===== src/rtl/fx_pkg.sv =====
package fx_pkg;

    localparam int INSN_BYTES = 4;

    typedef enum logic [1:0] {
        TH_RUN     = 2'd0,
        TH_QUIESCE = 2'd1,
        TH_TRAP    = 2'd2
    } th_state_e;

    // clear the offset bits below a power-of-two boundary
    function automatic logic [31:0] align_down(input logic [31:0] a, input int unsigned bytes);
        return a & ~(32'(bytes) - 32'd1);
    endfunction

endpackage


===== src/rtl/fx_slot_walk.sv =====
module fx_slot_walk
    import fx_pkg::*;
#(
    parameter int FW    = 4,
    parameter int WORDS = 16,
    parameter int PC_W  = 32,
    localparam int IW    = $clog2(WORDS),
    localparam int CNT_W = $clog2(FW + 1)
) (
    input  logic [PC_W-1:0]       pc_i,
    input  logic [WORDS*32-1:0]   line_i,
    input  logic [WORDS-1:0]      ctl_i,
    input  logic [WORDS-1:0]      taken_i,
    input  logic [WORDS*PC_W-1:0] target_i,
    input  logic [WORDS-1:0]      quiesce_i,
    output logic [FW-1:0]         valid_o,
    output logic [31:0]           inst_o [FW],
    output logic [PC_W-1:0]       pc_o   [FW],
    output logic [PC_W-1:0]       npc_o  [FW],
    output logic [CNT_W-1:0]      count_o,
    output logic [PC_W-1:0]       last_npc_o,
    output logic                  quiesce_hit_o
);

    logic [IW-1:0]   start_w;
    logic [IW:0]     idx;
    logic [IW-1:0]   sel;
    logic [PC_W-1:0] cur;
    logic [PC_W-1:0] nxt;
    logic            live;
    logic            redirect;

    assign start_w = pc_i[IW+1:2];

    always_comb begin
        cur           = pc_i & ~PC_W'(INSN_BYTES - 1);
        live          = 1'b1;
        count_o       = '0;
        last_npc_o    = cur;
        quiesce_hit_o = 1'b0;
        idx           = '0;
        sel           = '0;
        nxt           = '0;
        redirect      = 1'b0;
        for (int k = 0; k < FW; k++) begin
            valid_o[k] = 1'b0;
            inst_o[k]  = '0;
            pc_o[k]    = '0;
            npc_o[k]   = '0;
            idx        = {1'b0, start_w} + (IW+1)'(k);
            if (live && (idx < (IW+1)'(WORDS))) begin
                sel        = idx[IW-1:0];
                redirect   = ctl_i[sel] & taken_i[sel];
                nxt        = redirect ? target_i[sel*PC_W +: PC_W] : cur + PC_W'(INSN_BYTES);
                valid_o[k] = 1'b1;
                inst_o[k]  = line_i[sel*32 +: 32];
                pc_o[k]    = cur;
                npc_o[k]   = nxt;
                count_o    = count_o + CNT_W'(1);
                last_npc_o = nxt;
                cur        = nxt;
                if (redirect || quiesce_i[sel]) begin
                    live          = 1'b0;
                    quiesce_hit_o = quiesce_hit_o | quiesce_i[sel];
                end
            end else begin
                live = 1'b0;
            end
        end
    end

endmodule


===== src/rtl/fx_seq_ctr.sv =====
module fx_seq_ctr #(
    parameter int SEQ_W = 16,
    parameter int ADV_W = 3
) (
    input  logic             clk,
    input  logic             rst,
    input  logic [ADV_W-1:0] adv_i,
    output logic [SEQ_W-1:0] base_o
);

    always_ff @(posedge clk) begin
        if (rst) base_o <= '0;
        else     base_o <= base_o + SEQ_W'(adv_i);
    end

endmodule


===== src/rtl/fx_thread_ctl.sv =====
module fx_thread_ctl
    import fx_pkg::*;
(
    input  logic      clk,
    input  logic      rst,
    input  logic      go_i,
    input  logic      fault_i,
    input  logic      quiesce_hit_i,
    input  logic      wake_i,
    output logic      accept_o,
    output th_state_e state_o
);

    assign accept_o = go_i && (state_o == TH_RUN);

    always_ff @(posedge clk) begin
        if (rst) begin
            state_o <= TH_RUN;
        end else if (state_o != TH_RUN) begin
            if (wake_i) state_o <= TH_RUN;
        end else if (accept_o) begin
            if (fault_i)            state_o <= TH_TRAP;
            else if (quiesce_hit_i) state_o <= TH_QUIESCE;
        end
    end

endmodule


===== src/rtl/fx_extractor.sv =====
module fx_extractor
    import fx_pkg::*;
#(
    parameter int FW         = 4,
    parameter int LINE_BYTES = 64,
    parameter int PC_W       = 32,
    parameter int SEQ_W      = 16,
    parameter logic [31:0] NOP_WORD = 32'h0000_0000,
    localparam int WORDS = LINE_BYTES / INSN_BYTES,
    localparam int CNT_W = $clog2(FW + 1)
) (
    input  logic                  clk,
    input  logic                  rst,
    input  logic                  fetch_go_i,
    input  logic [PC_W-1:0]       fetch_pc_i,
    input  logic [WORDS*32-1:0]   line_i,
    input  logic [WORDS-1:0]      ctl_i,
    input  logic [WORDS-1:0]      taken_i,
    input  logic [WORDS*PC_W-1:0] target_i,
    input  logic [WORDS-1:0]      quiesce_i,
    input  logic                  xlate_fault_i,
    input  logic                  wake_i,
    output logic [PC_W-1:0]       req_addr_o,
    output logic                  dq_wr_o,
    output logic [CNT_W-1:0]      slot_count_o,
    output logic [FW*32-1:0]      slot_inst_o,
    output logic [FW*PC_W-1:0]    slot_pc_o,
    output logic [FW*PC_W-1:0]    slot_npc_o,
    output logic [FW*SEQ_W-1:0]   slot_seq_o,
    output logic [FW-1:0]         slot_fault_o,
    output logic [PC_W-1:0]       thread_pc_o,
    output logic [PC_W-1:0]       thread_npc_o,
    output logic                  quiesce_pend_o,
    output logic                  trap_pend_o
);

    logic [FW-1:0]    w_valid;
    logic [31:0]      w_inst [FW];
    logic [PC_W-1:0]  w_pc   [FW];
    logic [PC_W-1:0]  w_npc  [FW];
    logic [CNT_W-1:0] w_count;
    logic [PC_W-1:0]  w_last_npc;
    logic             w_qhit;

    logic             accept;
    th_state_e        th_state;
    logic [SEQ_W-1:0] seq_base;
    logic [CNT_W-1:0] seq_adv;
    logic [PC_W-1:0]  pc_aligned;

    logic [31:0]      r_inst [FW];
    logic [PC_W-1:0]  r_pc   [FW];
    logic [PC_W-1:0]  r_npc  [FW];
    logic [SEQ_W-1:0] r_seq  [FW];
    logic [FW-1:0]    r_fault;

    assign req_addr_o = fetch_pc_i & ~PC_W'(LINE_BYTES - 1);
    assign pc_aligned = fetch_pc_i & ~PC_W'(INSN_BYTES - 1);

    fx_slot_walk #(.FW(FW), .WORDS(WORDS), .PC_W(PC_W)) i_walk (
        .pc_i         (fetch_pc_i),
        .line_i       (line_i),
        .ctl_i        (ctl_i),
        .taken_i      (taken_i),
        .target_i     (target_i),
        .quiesce_i    (quiesce_i),
        .valid_o      (w_valid),
        .inst_o       (w_inst),
        .pc_o         (w_pc),
        .npc_o        (w_npc),
        .count_o      (w_count),
        .last_npc_o   (w_last_npc),
        .quiesce_hit_o(w_qhit)
    );

    fx_thread_ctl i_ctl (
        .clk          (clk),
        .rst          (rst),
        .go_i         (fetch_go_i),
        .fault_i      (xlate_fault_i),
        .quiesce_hit_i(w_qhit),
        .wake_i       (wake_i),
        .accept_o     (accept),
        .state_o      (th_state)
    );

    assign seq_adv = !accept ? '0 : (xlate_fault_i ? CNT_W'(1) : w_count);

    fx_seq_ctr #(.SEQ_W(SEQ_W), .ADV_W(CNT_W)) i_seq (
        .clk   (clk),
        .rst   (rst),
        .adv_i (seq_adv),
        .base_o(seq_base)
    );

    always_ff @(posedge clk) begin
        if (rst) begin
            dq_wr_o      <= 1'b0;
            slot_count_o <= '0;
            thread_pc_o  <= '0;
            thread_npc_o <= '0;
            r_fault      <= '0;
            for (int k = 0; k < FW; k++) begin
                r_inst[k] <= '0;
                r_pc[k]   <= '0;
                r_npc[k]  <= '0;
                r_seq[k]  <= '0;
            end
        end else begin
            dq_wr_o      <= 1'b0;
            slot_count_o <= '0;
            r_fault      <= '0;
            for (int k = 0; k < FW; k++) begin
                r_inst[k] <= '0;
                r_pc[k]   <= '0;
                r_npc[k]  <= '0;
                r_seq[k]  <= '0;
            end
            if (accept && xlate_fault_i) begin
                dq_wr_o      <= 1'b1;
                slot_count_o <= CNT_W'(1);
                r_fault[0]   <= 1'b1;
                r_inst[0]    <= NOP_WORD;
                r_pc[0]      <= pc_aligned;
                r_npc[0]     <= pc_aligned + PC_W'(INSN_BYTES);
                r_seq[0]     <= seq_base;
                thread_pc_o  <= pc_aligned;
                thread_npc_o <= pc_aligned + PC_W'(INSN_BYTES);
            end else if (accept) begin
                dq_wr_o      <= (w_count != '0);
                slot_count_o <= w_count;
                thread_pc_o  <= w_last_npc;
                thread_npc_o <= w_last_npc + PC_W'(INSN_BYTES);
                for (int k = 0; k < FW; k++) begin
                    if (w_valid[k]) begin
                        r_inst[k] <= w_inst[k];
                        r_pc[k]   <= w_pc[k];
                        r_npc[k]  <= w_npc[k];
                        r_seq[k]  <= seq_base + SEQ_W'(k);
                    end
                end
            end
        end
    end

    generate
        for (genvar g = 0; g < FW; g++) begin : g_flat
            assign slot_inst_o[g*32 +: 32]      = r_inst[g];
            assign slot_pc_o[g*PC_W +: PC_W]    = r_pc[g];
            assign slot_npc_o[g*PC_W +: PC_W]   = r_npc[g];
            assign slot_seq_o[g*SEQ_W +: SEQ_W] = r_seq[g];
        end
    endgenerate

    assign slot_fault_o   = r_fault;
    assign quiesce_pend_o = (th_state == TH_QUIESCE);
    assign trap_pend_o    = (th_state == TH_TRAP);

endmodule


===== config.mk =====
export PLATFORM = sky130hd
export DESIGN_NAME = fx_extractor
export DESIGN_NICKNAME = d
export VERILOG_FILES = /design/src/rtl/fx_pkg.sv /design/src/rtl/fx_slot_walk.sv /design/src/rtl/fx_seq_ctr.sv /design/src/rtl/fx_thread_ctl.sv /design/src/rtl/fx_extractor.sv
export SDC_FILE = /design/constraint.sdc
export NUM_CORES = 2
export LEC_CHECK = 0
export BUFFER_PORTS_ARGS = -buffer_cell sky130_fd_sc_hd__buf_2
export CORE_AREA = 2 2 649 651
export CTS_CLUSTER_DIAMETER = 50
export DETAILED_ROUTE_END_ITERATION = 16
export DIE_AREA = 0 0 651 653
export PLACE_DENSITY_LB_ADDON = 0.15
export SETUP_SLACK_MARGIN = 0.5
export SLEW_MARGIN = 25
export SYNTH_ARGS = -nofsm -noshare
export SYNTH_HDL_FRONTEND = slang
export SYNTH_SLANG_ARGS = --single-unit

===== constraint.sdc =====
create_clock -name clk -period 12.8 [get_ports clk]
set_input_delay 0.64 -clock clk [delete_from_list [all_inputs] [get_ports clk]]
set_output_delay 0.64 -clock clk [all_outputs]
set_load 0.005 [all_outputs]

# Word level (Yosys, flattened, before mapping)
# Memories as Yosys holds them, arrays and structs flattened.
# Index checks and enable logic that the tools add are counted.
# classes
add_sub_neg	15
magnitude_cmp	8
eq_ne	3
n_shift	8
muxes	143
n_bitwise	44
n_reduce_logical	18
# op_table
op	count
variable part select 512 x 10 -> 32 bit	8
2-to-1 mux 32 bit	51
adder 32 x 3 -> 32 bit (second input constant)	5
2-to-1 mux 16 bit	9
2-to-1 mux 1 bit	61
binary-select mux 1 bit (select 4 bit)	12
bitwise OR 1 bit	39
adder 16 x 2 -> 16 bit (second input constant)	2
< comparator 4 x 5 -> 1 bit (second input constant)	5
adder 16 x 1 -> 16 bit (second input constant)	1
adder 16 x 3 -> 16 bit	1
< comparator 5 bit (second input constant)	3
2-to-1 mux 3 bit	5
adder 4 x 2 -> 5 bit (second input constant)	2
2-to-1 mux 2 bit	5
adder 3 x 1 -> 3 bit (second input constant)	2
nonzero test 2 bit	3
nonzero test 3 bit	2
adder 4 x 1 -> 5 bit (second input constant)	1
logical AND 1 bit	5
bitwise AND 1 bit	4
logical OR 1 bit	4
AND reduction 3 bit	1
OR reduction 3 bit	1
other kinds (7)	7
# totals
register_bits	90
ramBits	448
inputBits	1109
out_inout_bits	554
elab_cells	253
mem_count	4
# mem_list
name	depth	width	read_ports	rd_ports_with_merged_regs	write_ports	line	rtl
r_inst	4	32	4	0	4	fx_extractor.sv:51	logic [31:0] r_inst [FW];
r_npc	4	32	4	0	4	fx_extractor.sv:53	logic [PC_W-1:0] r_npc [FW];
r_pc	4	32	4	0	4	fx_extractor.sv:52	logic [PC_W-1:0] r_pc [FW];
r_seq	4	16	4	0	4	fx_extractor.sv:54	logic [SEQ_W-1:0] r_seq [FW];

# Longest topological paths before layout
# depth
ltp_word	19
depth_mapped	45
mapped_depth_nobuf	28

# By module
# A second synthesis with hierarchy kept.
# hier_totals
hier_cells	5675
hier_area_um2	62052.0
# modules_own_cells
module	instances	cells_each	area_per_inst_um2	seq_area_each_um2
fx_slot_walk	1	3871	41801.3	0.0
fx_extractor	1	1716	19387.3	12231.7
fx_seq_ctr	1	79	762.0	320.3
fx_thread_ctl	1	9	101.3	40.0

# Least setup slack after synthesis
# OpenSTA, ideal clock, no wires.
# synth_path
path_type	input port to flip-flop
start	input port fetch_pc_i[2]
end	register thread_npc_o[30]
setup_time_ns	0.127
arrival_time_ns	11.621
required_time_ns	12.673
setup_slack_ns	1.052
cell_stages	41
n_path_buf	18
cell_sequence	buf_6 -> inv_2 -> buf_2 -> buf_2 -> buf_2 -> clkbuf_1 -> buf_2 -> buf_2 -> buf_2 -> buf_2 -> clkbuf_1 -> ha_1 -> buf_2 -> buf_4 -> buf_2 -> buf_2 -> buf_2 -> buf_4 -> [... 5 more ...] -> inv_1 -> or3_1 -> a21oi_1 -> a31oi_1 -> nor3_1 -> nor3_1 -> or3_1 -> or4_1 -> nor2_1 -> o21ai_2 -> or4_1 -> nor4b_1 -> mux2i_1 -> nor2_1 -> nor4_1 -> nand4_1 -> mux2i_1 -> o211ai_1
# synth_between
elab_chain_cells	17
elab_cells_between_ends	64
classes_between	add/sub: 8; order compare: 4; shift: 4; mux: 38; bitwise: 4; reduce/logical: 6
# synth_lines
element	line	rtl
from (decl)	fx_extractor.sv:15	input logic [PC_W-1:0] fetch_pc_i,
branches (longest 16 deep; another with adder 32 x 3 -> 32 bit)	-	
2-to-1 mux 32 bit (*)	fx_extractor.sv:119	if (accept && xlate_fault_i) begin
to (signal assigned)	fx_extractor.sv:128	thread_npc_o <= pc_aligned + PC_W'(INSN_BYTES);
to (signal assigned)	fx_extractor.sv:133	thread_npc_o <= w_last_npc + PC_W'(INSN_BYTES);
to (decl)	fx_extractor.sv:32	output logic [PC_W-1:0] thread_npc_o,
# Mark *: on every way between the ends. The select of a mux whose other input is x is not followed.
# A chain may end at the register's enable or synchronous reset.

# Final worst setup path
# layout_path
start	input port fetch_pc_i[2]
end	register thread_npc_o[29]
# The elaborated chain is that of the path after synthesis.

==> results.sh <==
export IMPL_use_met3=0.0634
export IMPL_timing_rr_start="i_ctl.state_o[0]"
export IMPL_die_h_um=653
export IMPL_tightest_slew_ns=1.09
export IMPL_synth_cell_type_count=128
export IMPL_crit_fanout=99
export IMPL_clock_tree_from_tritoncts="built"
export IMPL_netlist_instances=4858
export IMPL_hp_class="input port to flop"
export IMPL_cts_made_buffers=120
export IMPL_post_synth_mux_area_share=0.491
export IMPL_global_route_usage_met1=0.243
export IMPL_via_count_of_the_first_global_routing_pass=57755
export IMPL_startpoint_type="input port"
export IMPL_count_of_flip_flops_with_a_built_in_enable_after_synthesis=188
export IMPL_cp_num_cells=23
export IMPL_skew_ns=0.0998
export IMPL_r2r_end="r_npc[3][14]"
export IMPL_dr_pass1_iters=6
export IMPL_finalHoldViolations=0
export IMPL_leakage_power_total_nw=28.7
export IMPL_setup_worst_path_end="thread_npc_o[29]"
export IMPL_top_usage_layer="met2"
export IMPL_final_max_tran_viols=0
export IMPL_groute_layer_met2_usage=0.359
export IMPL_hpwlAfterDp_um=386000
export IMPL_worst_ep_arrival_time_ns=10.85
export IMPL_yosysWarningCount=0
export IMPL_yosys_area_share_simple=0.123
export IMPL_grtUsageTotal=0.211
export IMPL_rsz0062_at_grt="no"
export IMPL_finalCriticalPeriod_ns=10.05
export IMPL_synth_area_leaders="mux4_2, dfxtp_1, edfxtp_1"
export IMPL_maximum_number_of_pins_on_one_net_before_global_route_repair=153
export IMPL_failing_checks="antenna violations"
export IMPL_netlist_area_um2=58900
export IMPL_crit_type="input port to flop"
export IMPL_r2r_worst_path_cells=7
export IMPL_die_w_um=651
export IMPL_clock_sinks=533
export IMPL_compound_gate_fraction_of_synth_area=0.0897
export IMPL_clkSlewWorstSetupHoldPaths_ns=0.06
export IMPL_start_util=0.141
export IMPL_yosysTopAreaCellShare=0.464
export IMPL_count_of_final_setup_violators=0
export IMPL_clock_path_buffers=4
export IMPL_finalWeightedCongestion=0.966
export IMPL_synth_largest_area_cell="mux4_2"
export IMPL_via_per_inst=4.89
export IMPL_post_route_total_power_w=0.00876
export IMPL_grt_pass1_wl_um=600000
export IMPL_num_vias=59936
export IMPL_synth_adder_area_share=0.00395
export IMPL_placeable_core_region_um2=418000
export IMPL_fmaxAchievable_mhz=99.5
export IMPL_maxCapViolCount=0
export IMPL_finish_utilization=0.187
export IMPL_htreeDepth=3
export IMPL_io_buffer_count=1649
export IMPL_grt_antenna_before_repair=402
export IMPL_setup_reg_to_reg_worst_slack_ns=8.20
export IMPL_timing_final_crit_share=0.785
export IMPL_synth_seq_cells=533
export IMPL_grt_ovfl_total=0
export IMPL_synth_seq_area_share=0.213
export IMPL_worst_path_buffer_plus_inverter_count=4
export IMPL_cts_root_buf="clkbuf_16"
export IMPL_insertion_delay_ns=0.94
export IMPL_detail_route_antenna_nets=1
export IMPL_placement_rows=238
export IMPL_drcViolationCount=0
export IMPL_slowest_delay_ns=0.82
export IMPL_detail_route_iter0_violations=5920
export IMPL_synth_top_family_by_area="multiplexers"
export IMPL_final_layout_size_suffix_gt1_frac=0.516
export IMPL_ios=1663
export IMPL_outcome="finished, violations left"
export IMPL_synth_ff_type="dfxtp_1"
export IMPL_timing_max_slew_rel_slack=0.268
export IMPL_worst_ep_required_time_ns=13.60
export IMPL_critical_path_cell_chain="buf_12 > buf_4 > buf_4 > buf_4 > mux4_2 > a22oi_1 > nand2_1 > nand2_1 > nor4b_1 > o221ai_1 > nand2_1 > nand4_1 > or2_2 > o311ai_0 > nand3_1 > or4_1 > nor4b_1 > mux2i_1 > nor2_1 > nor4_2 > nand4_1 > xor2_1 > o22ai_1"
export IMPL_worst_hold_path_num_cells=3
export IMPL_critical_path_endpoint_type="flop"
export IMPL_power_density_nw_per_um2=112
export IMPL_die_area_um2=425000
export IMPL_route_final_wire_length_um=466000
export IMPL_worst_ir_drop_vdd_mv=0.138
export IMPL_post_synth_cell_area_avg_um2=12.1
export IMPL_worst_setup_path_startpoint="fetch_pc_i[2]"
export IMPL_crit_family="simple AND/OR/NAND/NOR gates"
export IMPL_final_setup_tns_ns=0
export IMPL_synthArstFlopShare=0
export IMPL_crit_path_top_delay_cell="buf_4"
export IMPL_number_of_buffers_inserted_by_post_cts_setup_repair=0
export IMPL_synth_area_in_xor_xnor=0.0272
export IMPL_num_nets_final=7563
export IMPL_layout_overhead_on_the_synthesized_area_pct=32.9
export IMPL_wl_per_cell_um=38.0
==> metal layers <==
| layer | wire (um) | up-vias |
|---|---|---|
| met4 | 25100 | 150 |
| li1 | - | 23414 |
| met2 | 226000 | 3840 |
| met3 | 40800 | 949 |
| met1 | 173000 | 31583 |
| met5 | 986 | - |
==> power by group <==
part / total, W / internal [W] / switching (W)
registers: 0.00187 / 0.00182 / 0.0000505
logic: 0.00359 / 0.00138 / 0.00222
clock network: 0.00329 / 0.00206 / 0.00123
==> Yosys cell counts (32+ instances only) <==
master    number
nor2_1       381
nand2_1      383
nand3_1      101
nor3_1        83
a22oi_1       58
buf_2        128
a21oi_1      134
buf_6         33
and3_1        72
buf_4         79
o22ai_1       32
o21ai_0       93
buf_1         55
dfxtp_1      345
a31oi_1       34
nand4_1       49
edfxtp_1     188
and2_1       103
xnor2_1      115
mux4_2      1214
nor2b_1       88
clkbuf_1     255
xor2_1        66
o211ai_1      43
mux2i_1      103
a211oi_1     127
==> per-stage QoR <==
step | cell area [um^2] | setup slack [ns] | hold slack [ns] | cells
finish | 78300 | 2.75 | 0.0997 | 12265
global placement | 73500 | 2.02 | 0.448 | 11830
floorplan | 59700 | 1.05 | 0.448 | 5061
global route | 78000 | 1.97 | 0.0499 | 12136
CTS | 77700 | 2.90 | 0.00472 | 12055
detailed placement | 73500 | 1.91 | 0.454 | 11830
==> how the worst min path moves through the flow <==
stage | from | endpoint | slack (ns)
4_1_cts | fetch_pc_i[13] | thread_pc_o[13] | 0.005
3_3_place_gp | thread_pc_o[1] | thread_pc_o[1] | 0.45
6_report | fetch_pc_i[28] | thread_pc_o[28] | 0.1
3_5_place_dp | thread_npc_o[0] | thread_npc_o[0] | 0.45
5_1_grt | fetch_pc_i[13] | thread_pc_o[13] | 0.05
2_1_floorplan | thread_npc_o[2] | thread_npc_o[2] | 0.45
==> final cells by class <==
cell class	instances	area [um^2]
inverters	31	129
repair buffers	1813	9620
flip-flops and latches	533	12600
clock buffers	140	3190
diodes	209	523
clock inverters	82	965
fillers	46088	340000
well taps	5520	6910
multi-input cells	3937	44400
==> worst register-to-register path, delay by kind of cell (launching register included) <==
family | cells | cell delay (ns)
buf+inv | 2 | 0.99
flops | 1 | 0.35
compound gates | 1 | 0.77
simple gates | 4 | 2.32
==> flip-flops by register name (all words and copies together) (netlist names) <==
register       cells
dq_wr_o            1
i_ctl.state_o      2
i_seq.base_o      16
r_inst           128
r_npc            128
r_pc             126
r_seq             64
slot_count_o       3
slot_fault_o       1
thread_npc_o      32
thread_pc_o       32
==> cell usage in the layout (no fill, tap or decap), types with 131 or more instances in the layout <==
cell / instances
buf_2: 1645
mux4_2: 1214
edfxtp_1: 188
dfxtp_1: 345
buf_4: 151
a21oi_1: 131
nor2_1: 376
conb_1: 205
diode_2: 209
nand2_1: 380
==> kinds of logic (layout without fill, tap and decap cells) <==
kind of cell	after synthesis	in the layout
AOI/OAI and AO/OA	738	738
xor gates and xnor gates	182	182
adders and majority gates	18	18
buffers and inverters	591	2066
DFF	533	533
muxes	1350	1350
other	2	414
and+or+nand+nor	1444	1444
==> what timing repair did <==
action                                 4_1_cts  5_1_grt
hold buffers                                 3        0
resized for setup                            0        0
endpoints found under the hold margin        3        0
Power figures use the tool's default switching activity.
